[src/rtl/tlb_pkg.sv]
package tlb_pkg;
    parameter int VA_W      = 32;
    parameter int PAGE_BITS = 12;
    parameter int PPN_W     = 20;
    parameter int ENTRIES   = 16;

    localparam int VPN_W = VA_W - PAGE_BITS;
    localparam int PA_W  = PPN_W + PAGE_BITS;
    localparam int IDX_W = (ENTRIES > 1) ? $clog2(ENTRIES) : 1;

    typedef struct packed {
        logic             valid;
        logic             dirty;
        logic             refd;
        logic             kern_only;
        logic             writable;
        logic [VPN_W-1:0] vpn;
        logic [PPN_W-1:0] ppn;
    } tlb_entry_t;

    // index of the lowest set bit, zero when none is set
    function automatic logic [IDX_W-1:0] lowest_set(input logic [ENTRIES-1:0] v);
        lowest_set = '0;
        for (int i = ENTRIES - 1; i >= 0; i--)
            if (v[i]) lowest_set = IDX_W'(i);
    endfunction
endpackage

[src/rtl/tlb_match.sv]
module tlb_match
    import tlb_pkg::*;
(
    input  logic                          clk,
    input  logic                          rst,
    input  logic [VPN_W-1:0]              vpn,
    input  tlb_entry_t [ENTRIES-1:0]      tbl,
    output logic [ENTRIES-1:0]            match_vec,
    output logic                          hit_any,
    output logic [IDX_W-1:0]              hit_idx
);
    for (genvar g = 0; g < ENTRIES; g++) begin : g_cmp
        assign match_vec[g] = tbl[g].valid && (tbl[g].vpn == vpn);
    end

    assign hit_any = |match_vec;
    assign hit_idx = lowest_set(match_vec);

    AST_MATCH_ONEHOT: assert property (@(posedge clk) disable iff (rst)
        $onehot0(match_vec));
endmodule

[src/rtl/tlb_victim.sv]
module tlb_victim
    import tlb_pkg::*;
(
    input  logic               clk,
    input  logic               rst,
    input  logic [ENTRIES-1:0] valid_vec,
    input  logic               take,
    output logic [IDX_W-1:0]   victim_idx
);
    logic [IDX_W-1:0] rr_ptr;
    logic             full;

    assign full       = &valid_vec;
    assign victim_idx = full ? rr_ptr : lowest_set(~valid_vec);

    always_ff @(posedge clk) begin
        if (rst)
            rr_ptr <= '0;
        else if (take && full)
            rr_ptr <= (rr_ptr == IDX_W'(ENTRIES - 1)) ? '0 : rr_ptr + 1'b1;
    end

    AST_RR_STEP: assert property (@(posedge clk) disable iff (rst)
        (take && full) |=> (rr_ptr == (($past(rr_ptr) == IDX_W'(ENTRIES - 1)) ? '0 : $past(rr_ptr) + 1'b1)));
    AST_RR_HOLD: assert property (@(posedge clk) disable iff (rst)
        !(take && full) |=> $stable(rr_ptr));
endmodule

[src/rtl/tlb_prot.sv]
module tlb_prot
    import tlb_pkg::*;
(
    input  logic              clk,
    input  logic              rst,
    input  logic              lk_valid,
    input  logic [VA_W-1:0]   lk_vaddr,
    input  logic              lk_write,
    input  logic              lk_user,
    output logic              lk_hit,
    output logic              lk_fault,
    output logic [PA_W-1:0]   lk_paddr,
    output logic              lk_refd,
    output logic              lk_dirty,
    input  logic              rf_valid,
    input  logic [VPN_W-1:0]  rf_vpn,
    input  logic [PPN_W-1:0]  rf_ppn,
    input  logic              rf_kern,
    input  logic              rf_wr,
    input  logic              ref_clear,
    input  logic              flush,
    output logic              wb_valid,
    output logic [VPN_W-1:0]  wb_vpn
);
    tlb_entry_t [ENTRIES-1:0] tbl;
    logic [ENTRIES-1:0]       match_vec, valid_vec, refd_vec;
    logic                     hit_any, prot_bad, matched, take;
    logic [IDX_W-1:0]         hit_idx, victim_idx;
    tlb_entry_t               sel;

    for (genvar g = 0; g < ENTRIES; g++) begin : g_vec
        assign valid_vec[g] = tbl[g].valid;
        assign refd_vec[g]  = tbl[g].refd;
    end

    tlb_match u_match (
        .clk(clk), .rst(rst), .vpn(lk_vaddr[VA_W-1:PAGE_BITS]), .tbl(tbl),
        .match_vec(match_vec), .hit_any(hit_any), .hit_idx(hit_idx)
    );

    assign take = rf_valid && !flush;

    tlb_victim u_victim (
        .clk(clk), .rst(rst), .valid_vec(valid_vec), .take(take),
        .victim_idx(victim_idx)
    );

    always_comb begin
        sel      = tbl[hit_idx];
        matched  = lk_valid && hit_any;
        prot_bad = (sel.kern_only && lk_user) || (lk_write && !sel.writable);
        lk_hit   = matched && !prot_bad;
        lk_fault = matched && prot_bad;
        lk_paddr = {(lk_hit ? sel.ppn : '0), lk_vaddr[PAGE_BITS-1:0]};
        lk_refd  = matched && sel.refd;
        lk_dirty = matched && sel.dirty;
    end

    // order inside the edge: access flags, bulk clear, refill, flush
    always_ff @(posedge clk) begin
        if (rst) begin
            tbl      <= '0;
            wb_valid <= 1'b0;
            wb_vpn   <= '0;
        end else begin
            wb_valid <= 1'b0;
            for (int i = 0; i < ENTRIES; i++) begin
                if (lk_hit && (hit_idx == IDX_W'(i))) begin
                    tbl[i].refd <= 1'b1;
                    if (lk_write) tbl[i].dirty <= 1'b1;
                end
                if (ref_clear) tbl[i].refd <= 1'b0;
            end
            if (take) begin
                wb_valid        <= tbl[victim_idx].valid && tbl[victim_idx].dirty;
                wb_vpn          <= tbl[victim_idx].vpn;
                tbl[victim_idx] <= '{valid: 1'b1, dirty: 1'b0, refd: 1'b0,
                                     kern_only: rf_kern, writable: rf_wr,
                                     vpn: rf_vpn, ppn: rf_ppn};
            end
            if (flush)
                for (int i = 0; i < ENTRIES; i++) tbl[i].valid <= 1'b0;
        end
    end

    AST_HIT_XOR_FAULT: assert property (@(posedge clk) disable iff (rst)
        !(lk_hit && lk_fault));
    AST_DIRTY_ON_WRITE: assert property (@(posedge clk) disable iff (rst)
        (lk_hit && lk_write && !rf_valid && !flush) |=> tbl[$past(hit_idx)].dirty);
    AST_REF_ON_HIT: assert property (@(posedge clk) disable iff (rst)
        (lk_hit && !rf_valid && !flush && !ref_clear) |=> tbl[$past(hit_idx)].refd);
    AST_REF_CLEAR_ALL: assert property (@(posedge clk) disable iff (rst)
        ref_clear |=> (refd_vec == '0));
    AST_FLUSH_EMPTY: assert property (@(posedge clk) disable iff (rst)
        flush |=> (valid_vec == '0));
    AST_WB_AFTER_REFILL: assert property (@(posedge clk) disable iff (rst)
        wb_valid |-> $past(rf_valid && !flush));
endmodule

[config.mk]
export PLATFORM = sky130hd
export DESIGN_NAME = tlb_prot
export DESIGN_NICKNAME = d
export VERILOG_FILES = /design/src/rtl/tlb_pkg.sv /design/src/rtl/tlb_match.sv /design/src/rtl/tlb_victim.sv /design/src/rtl/tlb_prot.sv
export SDC_FILE = /design/constraint.sdc
export NUM_CORES = 2
export LEC_CHECK = 0
export BUFFER_PORTS_ARGS = -buffer_cell sky130_fd_sc_hd__buf_2
export CORE_ASPECT_RATIO = 2
export CORE_UTILIZATION = 30
export DETAILED_ROUTE_END_ITERATION = 10
export SLEW_MARGIN = 25
export SYNTH_ARGS = -nofsm -noshare
export SYNTH_HDL_FRONTEND = slang
export SYNTH_HIERARCHICAL = 1
export SYNTH_SLANG_ARGS = --single-unit
[constraint.sdc]
create_clock -name clk -period 4.2 [get_ports clk]
set_clock_uncertainty 0.2 [all_clocks]
set_input_delay 0.21 -clock clk [delete_from_list [all_inputs] [get_ports clk]]
set_output_delay 0.21 -clock clk [all_outputs]
set_load 0.05 [all_outputs]
Word level (Yosys, flattened, before mapping)
Cells that the tools add are included.
Storage, ports and cells
  register bits: 745
  output and inout port bits: 57
  logic and storage cells: 328
Cells by class
  $add $sub $neg: 1
  order comparisons: 3
  equality and inequality tests: 32
  multiplexer cells: 123
  bitwise gates (word level): 2
  reduce and logical (&&, ||, !) cells: 52
Operators by type and width (count)
  720-bit bitwise mux: 1
  719-bit two-way mux: 1
  45-bit binary-select mux with 4-bit select: 2
  20-bit equality test: 16
  45-bit demux with 4-bit select: 1
  4-bit two-way mux: 34
  45-bit two-way mux: 2
  2-bit two-way mux: 32
  1-bit two-way mux: 48
  44-bit two-way mux: 1
  1-bit logical AND: 43
  4-bit equality test (second input constant): 9
  20-bit two-way mux: 1
  4-bit by 3-bit equality test with 1-bit output (second input constant): 4
  16-bit NOT: 1
  16-bit AND reduction: 1
  16-bit OR reduction: 1
  4-bit by 5-bit < comparator with 1-bit output (second input constant): 2
  4-bit by 2-bit equality test with 1-bit output (second input constant): 2
  4-bit by 1-bit adder with 4-bit output (second input constant): 1
  4-bit by 1-bit equality test with 1-bit output (second input constant): 1
  4-bit by 1-bit >= comparator with 1-bit output (second input constant): 1
  4-bit zero test: 1
  2-bit OR reduction: 2
  3 further kinds: 5

Logic depth before layout (Yosys ltp)
  depth in word-level cells: 32
  mapped depth: 19
  gate-level depth less buffers: 14

By module
The synthesis kept the hierarchy.
By module, submodules not included
  tlb_prot: times used 1, cells an instance 3676, area an instance 31776.7 µm²
  tlb_match: times used 1, cells an instance 506, area an instance 4077.7 µm²
  tlb_victim: times used 1, cells an instance 57, area an instance 384.1 µm²

Worst setup path after synthesis
OpenSTA, ideal clock, no wires.
  kind: input to output
  start point: input port lk_vaddr[23]
  end point: output port lk_paddr[12]
  arrival: 3.848 ns
  data required time: 3.790 ns
  path slack: -0.058 ns
  stages on the path: 18
  cells stage by stage: buf_2 buf_2 xnor2_1 nand4_1 nor4_1 nand4_1 nand2_1 a21oi_1 o311ai_1 a211oi_1 buf_6 mux2_1 o311ai_1 a221oi_1 a221o_1 buf_4 buf_6 nor3b_2
On the way
  word-level cells in the longest chain between the ends: 26
  elaborated cells on any way between the ends: 59
  those cells by class: 16 x eq/ne; 19 x mux; 24 x reduce/logical
RTL lines
  start: declaration: RTL line tlb_prot.sv:7  | input logic [VA_W-1:0] lk_vaddr,
  20-bit equality test: RTL line tlb_match.sv:13  | assign match_vec[g] = tbl[g].valid && (tbl[g].vpn == vpn);
  1-bit logical AND: RTL line tlb_match.sv:13
  4-bit two-way mux (15 in a row): RTL line tlb_pkg.sv:25  | if (v[i]) lowest_set = IDX_W'(i);
  4-bit two-way mux *: RTL line tlb_pkg.sv:25
  named net hit_idx[1]: RTL line tlb_prot.sv:28  | logic [IDX_W-1:0] hit_idx, victim_idx;
  45-bit binary-select mux with 4-bit select *: RTL line tlb_prot.sv:49  | sel = tbl[hit_idx];
  44-bit two-way mux (implied by the code) *: RTL line tlb_prot.sv:49
  1-bit zero test: RTL line tlb_prot.sv:51  | prot_bad = (sel.kern_only && lk_user) || (lk_write && !sel.writable);
  1-bit logical AND: RTL line tlb_prot.sv:51
  1-bit logical OR: RTL line tlb_prot.sv:51
  1-bit zero test: RTL line tlb_prot.sv:52  | lk_hit = matched && !prot_bad;
  1-bit logical AND: RTL line tlb_prot.sv:52
  20-bit two-way mux *: RTL line tlb_prot.sv:54  | lk_paddr = {(lk_hit ? sel.ppn : '0), lk_vaddr[PAGE_BITS-1:0]};
  end: declaration: RTL line tlb_prot.sv:12  | output logic [PA_W-1:0] lk_paddr,
The timed path passes the listed nets; every way through them passes the cells marked *. The select of a mux whose other input is x is not followed.

Final worst setup path
  start point: register, netlist name tbl[391]
  end point: output port lk_paddr[31]
On the way
  word-level cells in the longest chain between the ends: 19
  elaborated cells on any way between the ends: 22
  those cells by class: 1 x eq/ne; 12 x mux; 9 x reduce/logical
RTL lines (RTL line)
  20-bit equality test *: tlb_match.sv:13
  1-bit logical AND *: tlb_match.sv:13
  4-bit two-way mux * (9 in a row): tlb_pkg.sv:25
  named net hit_idx[1]: tlb_prot.sv:28
  45-bit binary-select mux with 4-bit select *: tlb_prot.sv:49
  44-bit two-way mux (implied by the code) *: tlb_prot.sv:49
  1-bit zero test: tlb_prot.sv:51
  1-bit logical AND: tlb_prot.sv:51
  1-bit logical OR: tlb_prot.sv:51
  1-bit zero test: tlb_prot.sv:52
  1-bit logical AND: tlb_prot.sv:52
  20-bit two-way mux *: tlb_prot.sv:54
Marks and branches as above.

==> metrics.md <==
| Metric | Value |
|---|---|
| Global routing's busiest layer | met2 |
| Die W | 248 µm |
| Worst setup margin | -1.29 ns |
| Worst-path clk slew | 0.07 ns |
| Final core utilization | 38.9% |
| Syn Nets | 4,320 |
| Final setup fails | 56 |
| Worst EP arrival | 5.08 ns |
| HPWL Detailed | 122,000 µm |
| Antenna violations before repair | 17 |
| Die area | 0.122 mm² |
| Status | complete, but fails checks |
| Commonest non-fill, non-tap cell in the layout | nand2_1 |
| RSZ-0062 raised after global routing | true |
| Crit path time final | 5.49 ns |
| Synthesized area per cell | 8.55 µm² |
| # IOs | 139 |
| Pre-CTS setup slack | -1.41 ns |
| DIE HEIGHT | 493 µm |
| Hold Path Class | input port to register |
| Critical path class | register to output pin |
| Leak Pwr | 16.1 nW |
| Number of DRC markers in iteration 0 | 3,800 |
| Core ar. | 0.120 mm² |
| Crit. End Element | output pin |
| Post-Syn Instances | 4,237 |
| Clock Path Buffers | 3 |
| CP delay by family, top | simple AND/OR/NAND/NOR gates |
| Port-buffer cells | 114 |
| Largest net degree at the start of global routing | 192 |
| Starting Density | 30.2% |
| CP peak stage delay | 0.51 ns |
| GPL Wtd Cong | 1.14 |
| Critical Path RT | 3.79 ns |
| Fin nets | 4,792 |
| Startpoint types | register |
| Synth Warn # | 6 |
| Number of nets with antenna violations after routing | 0 |
| Total grt overflow | 0 |
| Slew headroom | 27.1% |
| Routed length per instance | 28.9 µm |
| DRT Wirelength | 182,000 µm |
| Num rows | 180 |
| Vias in the first global route | 34.2k |
| Via Count | 35.0k |
| PwrDens | 326 mW/mm² |
| Sink Count | 745 |
| Remaining DRCs | 20 |
| VDD IR max | 0.225 mV |
| FMAX | 182 MHz |
| Htree depth | 3 |
| Fin. max-slew vios | 0 |
| Worst-Skew Late Latency | 0.70 ns |
| Inserted Clock Buffers | 69 |
| Period utilization | 131% |
| Most used cell, CP | buf_12 |
| M1 GR Usage | 30.1% |
| Fraction of layout cells with a size suffix above 1 | 26.0% |
| Slowest stage cell, crit path | nor4_4 |
| Commonest cells after routing, fill and taps aside | nand2_1, dfxtp_1, a21oi_1 |
| Met3 global-route usage | 5.83% |
| Crit-path cells | xnor2_4, nand4_1, nor4_4, buf_4, nand4_1, nand2_2, a21oi_4, o311ai_4, a211oi_4, buf_12, buf_12, mux4_2, nand2_1, and4_1, a221o_2, buf_12, nor3b_4, buf_6, buf_12 |
| First-pass GRT wire length | 253,000 µm |
| Total track usage | 29.6% |
| Root buf cell | clkbuf_16 |
| Vias per inst | 5.53 |
| Final hold viol count | 0 |
| Worst-margin pin slew | 1.09 ns |
| Critical path fanouts, max | 7 |
| M2 GR Usage | 50.7% |
| Max_cap viols | 0 |
| CTS tree | built |
| Area growth syn-to-layout | 29.0% |
| Mapped cell area | 0.0362 mm² |
| Failing checks | DRC, setup timing |
| Crit path buf inv count | 6 |
| DRT Pass-1 Iters | 9 |
==> metrics by stage <==
| step | TNS [ns] | std cells | cell area (µm²) | hold slack (ns) | power, W |
|---|---|---|---|---|---|
| after floorplan | -0.691 | 4237 | 36200 | 0.0791 | 0.00786 |
| after global placement | -61.42 | 6091 | 42400 | 0.220 | 0.00835 |
| after detailed placement | -61.01 | 6091 | 42400 | 0.220 | 0.00834 |
| after CTS | -38.47 | 6295 | 46300 | 0.185 | 0.0152 |
| after global routing | -49.07 | 6317 | 46700 | 0.220 | 0.0156 |
| final | -45.12 | 6325 | 46700 | 0.213 | 0.0152 |
==> flip-flops by register name, summed over array words and instances, names as in the netlist <==
signal,flops
tbl,704
u_victim/rr_ptr,4
wb_vpn,20
refd_vec,16
wb_valid,1
==> worst paths after layout <==
| path | startpoint | to | slack, ns | cells after the start |
|---|---|---|---|---|
| setup / recovery | tbl[391] | lk_paddr[31] | -1.29 | 19 |
| hold reg to reg | wb_vpn[16] | wb_vpn[16] | 0.24 | 2 |
| hold / removal | lk_valid | tbl[628] | 0.21 | 6 |
| setup reg to reg | tbl[701] | refd_vec[6] | -0.50 | 21 |
==> timing repair <==
| action | 4_1_cts | 5_1_grt |
|---|---|---|
| setup buffers | 21 | 13 |
| cloned | 13 | 3 |
| pin swaps | 16 | 26 |
| hold buffers | 46 | 0 |
| resized for setup | 110 | 46 |
| setup endpoints to repair | 56 | 182 |
| endpoints found under the hold margin | 708 | 0 |
==> area by class of cell <==
class,instances,area (µm²)
Clock buffer,107,2180
Tap cell,1547,1940
Inverter,31,116
Multi-Input combinational cell,3038,19800
Fill cell,12000,73300
Sequential cell,745,14900
Antenna cell,15,37.5
Timing Repair Buffer,824,7520
Clock inverter,18,229
==> power by group <==
part           internal [W]  leakage [nW]  switching [W]
Combinational      0.000436          8.90       0.000804
Clock               0.00385          1.19        0.00305
Sequential          0.00708          6.01      0.0000182
Total                0.0114          16.1        0.00387
==> routing by layer <==
metal / part of all wire, % / vias to the layer above
li1: - / 15200
met1: 32 / 17200
met2: 49 / 1900
met3: 7.4 / 724
met4: 11 / 10
met5: 0.036 / -
==> worst register-to-register path, delay by kind of cell, from the launching register on <==
kind,cells,cell delay [ns]
xor gates and xnor gates,1,0.13
DFF,1,0.41
muxes,1,0.49
and+or+nand+nor,4,1.04
buffers and inverters,8,1.12
AOI/OAI and AO/OA,7,1.17
Power figures use the tool's default switching activity.
